<file path="config.mk">
export PLATFORM = sky130hd
export DESIGN_NAME = dbgw_write_engine
export DESIGN_NICKNAME = d
export VERILOG_FILES = /design/src/rtl/dbgw_pkg.sv /design/src/rtl/dbgw_parse.sv /design/src/rtl/dbgw_lanes.sv /design/src/rtl/dbgw_write_engine.sv
export SDC_FILE = /design/constraint.sdc
export NUM_CORES = 1
export LEC_CHECK = 0
export BUFFER_PORTS_ARGS = -buffer_cell sky130_fd_sc_hd__buf_2
export CAP_MARGIN = 25
export CORE_ASPECT_RATIO = 1.4
export CORE_MARGIN = 5
export CORE_UTILIZATION = 35
export CTS_BUF_LIST = sky130_fd_sc_hd__clkbuf_4 sky130_fd_sc_hd__clkbuf_8 sky130_fd_sc_hd__clkbuf_16
export DETAILED_ROUTE_END_ITERATION = 6
export MAX_ROUTING_LAYER = met4
export PLACE_DENSITY = 0.62
export REMOVE_ABC_BUFFERS = 1
export SLEW_MARGIN = 5
export SYNTH_ARGS = -nofsm -noshare
export SYNTH_HDL_FRONTEND = slang
export SYNTH_SLANG_ARGS = --single-unit
</file>
<file path="constraint.sdc">
create_clock -name clk -period 6.17 [get_ports clk]
set_clock_uncertainty 0.1 [all_clocks]
set_input_delay 0.617 -clock clk [delete_from_list [all_inputs] [get_ports clk]]
set_output_delay 0.617 -clock clk [all_outputs]
set_load 0.02 [all_outputs]
</file>
<file path="src/rtl/dbgw_pkg.sv">
package dbgw_pkg;

   typedef enum logic [1:0] {
      SZ_BYTE = 2'd0,
      SZ_HALF = 2'd1,
      SZ_WORD = 2'd2
   } wsize_e;

   typedef enum logic [2:0] {
      PS_IDLE,
      PS_ADDR,
      PS_DATA,
      PS_BUS,
      PS_STAT
   } pstate_e;

   // legal write commands: 0001_ss0w with ss in {00,01,10}
   function automatic logic cmd_legal(input logic [7:0] c);
      return (c[7:4] == 4'h1) && (c[1] == 1'b0) && (c[3:2] != 2'b11);
   endfunction

   // low-bit mask of an access: bytes - 1
   function automatic logic [1:0] size_mask(input wsize_e s);
      case (s)
         SZ_HALF: return 2'b01;
         SZ_WORD: return 2'b11;
         default: return 2'b00;
      endcase
   endfunction

endpackage

</file>
<file path="src/rtl/dbgw_parse.sv">
module dbgw_parse
   import dbgw_pkg::*;
#(
   parameter int ADDR_W = 24,
   parameter int DATA_W = 32
) (
   input  logic              clk,
   input  logic              rst_n,
   input  logic              rx_valid,
   input  logic [7:0]        rx_byte,
   input  logic              bus_ack,
   output logic [ADDR_W-1:0] addr_q,
   output logic [DATA_W-1:0] data_q,
   output wsize_e            size_q,
   output logic              in_bus,
   output logic              in_stat,
   output logic              err_q,
   output logic              ovr_q
);
   localparam int ADDR_BYTES = ADDR_W / 8;
   localparam int MAX_CNT    = (ADDR_BYTES > 4) ? ADDR_BYTES : 4;
   localparam int CNT_W      = $clog2(MAX_CNT);

   pstate_e          st;
   logic             ws_q;
   logic [CNT_W-1:0] cnt;
   logic [CNT_W-1:0] data_last;

   assign data_last = CNT_W'(size_mask(size_q));
   assign in_bus    = (st == PS_BUS);
   assign in_stat   = (st == PS_STAT);

   always_ff @(posedge clk or negedge rst_n) begin
      if (!rst_n) begin
         st     <= PS_IDLE;
         ws_q   <= 1'b0;
         cnt    <= '0;
         addr_q <= '0;
         data_q <= '0;
         size_q <= SZ_BYTE;
         err_q  <= 1'b0;
         ovr_q  <= 1'b0;
      end else begin
         err_q <= 1'b0;
         ovr_q <= 1'b0;
         case (st)
            PS_IDLE: if (rx_valid) begin
               if (cmd_legal(rx_byte)) begin
                  size_q <= wsize_e'(rx_byte[3:2]);
                  ws_q   <= rx_byte[0];
                  cnt    <= '0;
                  data_q <= '0;
                  st     <= PS_ADDR;
               end else begin
                  err_q  <= 1'b1;
               end
            end
            PS_ADDR: if (rx_valid) begin
               addr_q <= {addr_q[ADDR_W-9:0], rx_byte};
               if (cnt == CNT_W'(ADDR_BYTES - 1)) begin
                  cnt <= '0;
                  st  <= PS_DATA;
               end else begin
                  cnt <= cnt + 1'b1;
               end
            end
            PS_DATA: if (rx_valid) begin
               data_q <= {data_q[DATA_W-9:0], rx_byte};
               if (cnt == data_last) st <= PS_BUS;
               else                  cnt <= cnt + 1'b1;
            end
            PS_BUS: begin
               if (rx_valid) ovr_q <= 1'b1;
               if (bus_ack)  st <= ws_q ? PS_STAT : PS_IDLE;
            end
            PS_STAT: begin
               if (rx_valid) ovr_q <= 1'b1;
               st <= PS_IDLE;
            end
            default: st <= PS_IDLE;
         endcase
      end
   end
endmodule

</file>
<file path="src/rtl/dbgw_lanes.sv">
module dbgw_lanes
   import dbgw_pkg::*;
#(
   parameter int ADDR_W = 24,
   parameter int DATA_W = 32
) (
   input  logic [ADDR_W-1:0] addr_raw,
   input  wsize_e            size,
   input  logic [DATA_W-1:0] data,
   output logic [ADDR_W-1:0] addr_al,
   output logic [DATA_W-1:0] wdata,
   output logic [3:0]        strb
);
   localparam int LANES = DATA_W / 8;

   logic [1:0] nmask;
   logic [1:0] base;

   assign nmask   = size_mask(size);
   assign base    = addr_raw[1:0] & ~nmask;
   assign addr_al = {addr_raw[ADDR_W-1:2], base};

   for (genvar i = 0; i < LANES; i++) begin : g_lane
      // big-endian: lane i holds byte offset LANES-1-i
      localparam logic [1:0] OFF = 2'(LANES - 1 - i);
      logic [1:0] sel;
      logic       on;
      assign on  = ((OFF & ~nmask) == base);
      assign sel = nmask - (OFF - base);
      assign strb[i]        = on;
      assign wdata[8*i +: 8] = on ? data[{sel, 3'b000} +: 8] : 8'h00;
   end
endmodule

</file>
<file path="src/rtl/dbgw_write_engine.sv">
module dbgw_write_engine
   import dbgw_pkg::*;
#(
   parameter int ADDR_W = 24,
   parameter int DATA_W = 32,
   parameter int ATTR_W = 3
) (
   input  logic              clk,
   input  logic              rst_n,
   input  logic              rx_valid,
   input  logic [7:0]        rx_byte,
   input  logic [ATTR_W-1:0] attr_i,
   input  logic [7:0]        stat_byte_i,
   output logic              tx_valid,
   output logic [7:0]        tx_byte,
   output logic              busy,
   output logic              cmd_err,
   output logic              overrun,
   output logic              bus_req,
   input  logic              bus_ack,
   output logic [ADDR_W-1:0] bus_addr,
   output logic [DATA_W-1:0] bus_wdata,
   output logic [3:0]        bus_strb,
   output logic [1:0]        bus_size,
   output logic [ATTR_W-1:0] bus_attr
);
   if (ADDR_W % 8 != 0 || ADDR_W < 16 || ADDR_W > 32) begin : g_bad_addr
      $error("dbgw_write_engine: ADDR_W must be 16..32 and a multiple of 8");
   end
   if (DATA_W != 32) begin : g_bad_data
      $error("dbgw_write_engine: DATA_W must be 32");
   end
   if (ATTR_W < 1) begin : g_bad_attr
      $error("dbgw_write_engine: ATTR_W must be positive");
   end

   logic [ADDR_W-1:0] addr_raw;
   logic [DATA_W-1:0] data_raw;
   wsize_e            size_q;
   logic              in_bus;
   logic              in_stat;

   dbgw_parse #(.ADDR_W(ADDR_W), .DATA_W(DATA_W)) u_parse (
      .clk      (clk),
      .rst_n    (rst_n),
      .rx_valid (rx_valid),
      .rx_byte  (rx_byte),
      .bus_ack  (bus_ack),
      .addr_q   (addr_raw),
      .data_q   (data_raw),
      .size_q   (size_q),
      .in_bus   (in_bus),
      .in_stat  (in_stat),
      .err_q    (cmd_err),
      .ovr_q    (overrun)
   );

   dbgw_lanes #(.ADDR_W(ADDR_W), .DATA_W(DATA_W)) u_lanes (
      .addr_raw (addr_raw),
      .size     (size_q),
      .data     (data_raw),
      .addr_al  (bus_addr),
      .wdata    (bus_wdata),
      .strb     (bus_strb)
   );

   assign bus_req  = in_bus;
   assign bus_size = size_q;
   assign bus_attr = attr_i;
   assign busy     = in_bus | in_stat;
   assign tx_valid = in_stat;
   assign tx_byte  = in_stat ? stat_byte_i : 8'h00;
endmodule

</file>
==> results.sh <==
export IMPL_boundaryPins=101
export IMPL_dr_pass1_iters=4
export IMPL_p_leak_nw=2.158
export IMPL_required_ns=5.45
export IMPL_cts_buffer_depth=2
export IMPL_ys_ff_latch=66
export IMPL_grt_antenna_before_repair=0
export IMPL_post_route_period_util_pct=57.74
export IMPL_cts_made_buffers=9
export IMPL_diodes=0
export IMPL_netlist_instances=312
export IMPL_slowest_stage="ha_1"
export IMPL_setup_viol=0
export IMPL_avgSynthCellArea_um2=11.73
export IMPL_cp_arrival_ns=2.85
export IMPL_synth_area_um2=3659
export IMPL_clkTransAtPathRegs_ns=0.06
export IMPL_tns_ns=0
export IMPL_final_net_count=405
export IMPL_status="completed"
export IMPL_powerDensity_nw_per_um2=568.6
export IMPL_wl_mm=8.715
export IMPL_ys_types=39
export IMPL_rr_startpoint="u_parse.st[2]$_DFFE_PN0P_"
export IMPL_remaining_drc_errors=0
export IMPL_dpl_hpwl_mm=6.299
export IMPL_drv_cap=0
export IMPL_final_max_slew_viol_count=0
export IMPL_area_delta_synth_final_pct=19.87
export IMPL_clock_root_buffer="clkbuf_16"
export IMPL_grt_usage_pct=15.23
export IMPL_reg2reg_slack_ns=4.02
export IMPL_vias=2655
export IMPL_fin_area_um2=4385
export IMPL_drtIter0Drc=104
export IMPL_viasPerCell=5.106
export IMPL_crit_type="flop to output port"
export IMPL_clock_sinks=66
export IMPL_die_height_um=131.0
export IMPL_yosys_warnings=0
export IMPL_relSlewSlack_pct=43.56
export IMPL_core_um2=10290
export IMPL_grt_overflow=0
export IMPL_cts_setup_buffers=0
export IMPL_grt_max_degree=67
export IMPL_placed_area_um2=4065
export IMPL_rows=44
export IMPL_grt_pass1_wl_mm=14.03
export IMPL_cp_cell_sequence="inv_1 > ha_1 > nor2b_2 > buf_4 > inv_2 > ha_1 > mux2i_1 > nor2_1 > buf_2"
export IMPL_cts_resized=0
export IMPL_grt_pass1_vias=2696
export IMPL_r2r_cells=4
export IMPL_layout_drive_gt1_share_pct=45.03
export IMPL_h_tree_depth=3
export IMPL_wire_per_inst_um=16.76
export IMPL_die_x_um=96.41
export IMPL_worstMarginPinSlew_ns=0.8465
export IMPL_startpoint_type="flop"
export IMPL_r2r_end="u_parse.addr_q[21]$_DFFE_PN0P_"
export IMPL_hold_path_class="primary input to async pin"
export IMPL_cpMostUsedCell="ha_1"
export IMPL_ant_nets=0
export IMPL_holdWs_ns=0.3556
export IMPL_peakVddDrop_uv=318.6
export IMPL_dieArea_um2=12630
export IMPL_place_congestion=0.8255
export IMPL_rsz0062_at_grt="false"
export IMPL_fmax_ghz=0.2807
export IMPL_crit_path_max_fanout=25
export IMPL_critPathMaxStageDelay_ns=0.64
export IMPL_holdBufCountCts=0
export IMPL_cts_tree="done"
export IMPL_fin_crit_ns=3.562
export IMPL_hold_viol=0
export IMPL_ys_seq_area_share_pct=45.14
export IMPL_worst_setup_path_end_kind="output port"
export IMPL_initial_core_util_pct=35.54
export IMPL_numPortBuffers=94
export IMPL_clk_latency_ns=0.33
synthesized netlist by cell type:
cell type | count | area [um2]
a21oi_1 | 10 | 50.05
a221oi_1 | 1 | 8.760
a22o_1 | 31 | 271.5
a22o_2 | 1 | 10.01
a311oi_1 | 1 | 8.760
a31oi_1 | 1 | 6.260
and2_1 | 10 | 62.56
and2_2 | 1 | 7.510
and3_1 | 9 | 56.30
buf_1 | 1 | 3.750
buf_2 | 2 | 10.01
buf_4 | 33 | 247.7
clkbuf_1 | 10 | 37.54
dfrtp_1 | 66 | 1652
ha_1 | 5 | 62.56
inv_1 | 11 | 41.29
inv_2 | 1 | 3.750
mux2_2 | 26 | 292.8
mux2_4 | 3 | 45.04
mux2i_1 | 8 | 80.08
mux4_2 | 16 | 360.4
nand2_1 | 25 | 93.84
nand2b_1 | 4 | 25.02
nor2_1 | 11 | 41.29
nor2_2 | 1 | 6.260
nor2b_1 | 9 | 56.30
nor3_1 | 2 | 10.01
nor3b_2 | 1 | 12.51
nor4_1 | 1 | 6.260
nor4b_2 | 1 | 15.01
o21ai_0 | 1 | 5.000
o21ai_1 | 1 | 5.000
o21bai_1 | 1 | 7.510
o22ai_1 | 2 | 12.51
o32ai_1 | 1 | 8.760
or2_2 | 1 | 6.260
or4_4 | 1 | 11.26
xnor2_1 | 1 | 8.760
xor2_1 | 1 | 8.760
kinds of logic (layout without fill, tap and decap cells):
group           Yosys count  in the layout  share of synthesized area, %
simple gates             77             77                         11.22
fa+ha+maj                 5              5                         1.710
flops                    66             66                         45.14
mux                      53             53                         21.27
xor+xnor                  2              2                        0.4789
buf+inv                  58            128                         9.405
compound gates           51             51                         10.77
per-layer routing:
metal	GRT usage, %	vias to the layer above	wire length, um	part of all wire (%)
met1	17.70	1346	3543	41
li1	-	1224	-	-
met4	8.505	0	310	3.6
met5	-	-	0	0
met2	24.16	69	4426	51
met3	3.494	16	435	5.0
registers in the layout, summed over array words and instances, names as in the netlist:
| register | cells |
|---|---|
| u_parse.st | 3 |
| u_parse.ws_q | 1 |
| u_parse.data_q | 32 |
| u_parse.ovr_q | 1 |
| u_parse.cnt | 2 |
| u_parse.addr_q | 24 |
| u_parse.size_q | 2 |
| u_parse.err_q | 1 |
power breakdown:
| part | switching [W] | leakage [nW] | total [W] | internal [W] |
|---|---|---|---|---|
| Sequential | 0.000187 | 0.836 | 0.000797 | 0.000610 |
| Combinational | 0.000637 | 1.18 | 0.00118 | 0.000546 |
| Clock | 0.000191 | 0.141 | 0.000514 | 0.000323 |
per-stage QoR:
| step | util (%) | std cells | worst slack, ns | power [W] |
|---|---|---|---|---|
| CTS | 42.45 | 519 | 2.316 | 0.002527 |
| global route | 42.60 | 520 | 2.377 | 0.002674 |
| floorplan | - | 266 | 2.029 | 0.001611 |
| detailed placement | 39.49 | 503 | 2.682 | 0.001999 |
| global placement | 39.34 | 502 | 2.818 | 0.001954 |
| finish | 42.60 | 520 | 2.608 | 0.002494 |
worst max-delay path, delay by kind of cell (launching register included):
kind | cells | cell delay, ns
adders and majority gates | 2 | 0.96
muxes | 1 | 0.25
and+or+nand+nor | 2 | 0.20
buffers and inverters | 4 | 0.72
DFF | 1 | 0.36
layout make-up:
class	count	area, um2
Clock buffer	10	239.0
Clock inverter	6	66.31
Inverter	12	45.04
Sequential cell	66	1652
Tap cell	138	172.7
Timing Repair Buffer	100	530.5
Multi-Input combinational cell	188	1680
Fill cell	998	5909
worst max path at each step:
stage                                             start            end  slack [ns]  depth (start not counted)
after floorplan           u_parse.size_q[0]$_DFFE_PN0P_  bus_wdata[16]        2.03                          7
final                     u_parse.size_q[0]$_DFFE_PN0P_  bus_wdata[17]        2.61                          9
after global routing      u_parse.size_q[0]$_DFFE_PN0P_  bus_wdata[22]        2.38                          9
after detailed placement  u_parse.size_q[0]$_DFFE_PN0P_  bus_wdata[19]        2.68                          8
after global placement    u_parse.size_q[0]$_DFFE_PN0P_  bus_wdata[19]        2.82                          8
after CTS                 u_parse.size_q[0]$_DFFE_PN0P_  bus_wdata[16]        2.32                          8
layout by cell type, fill, tap and decap left out, drive strengths merged, types with 10 or more instances in the layout:
cell	instances
buf	100
nor2	12
a22o	32
a21oi	10
clkbuf	10
inv	12
dfrtp	66
and2	11
nand2	25
mux4	16
mux2	29
(Power assumes the default switching activity.)
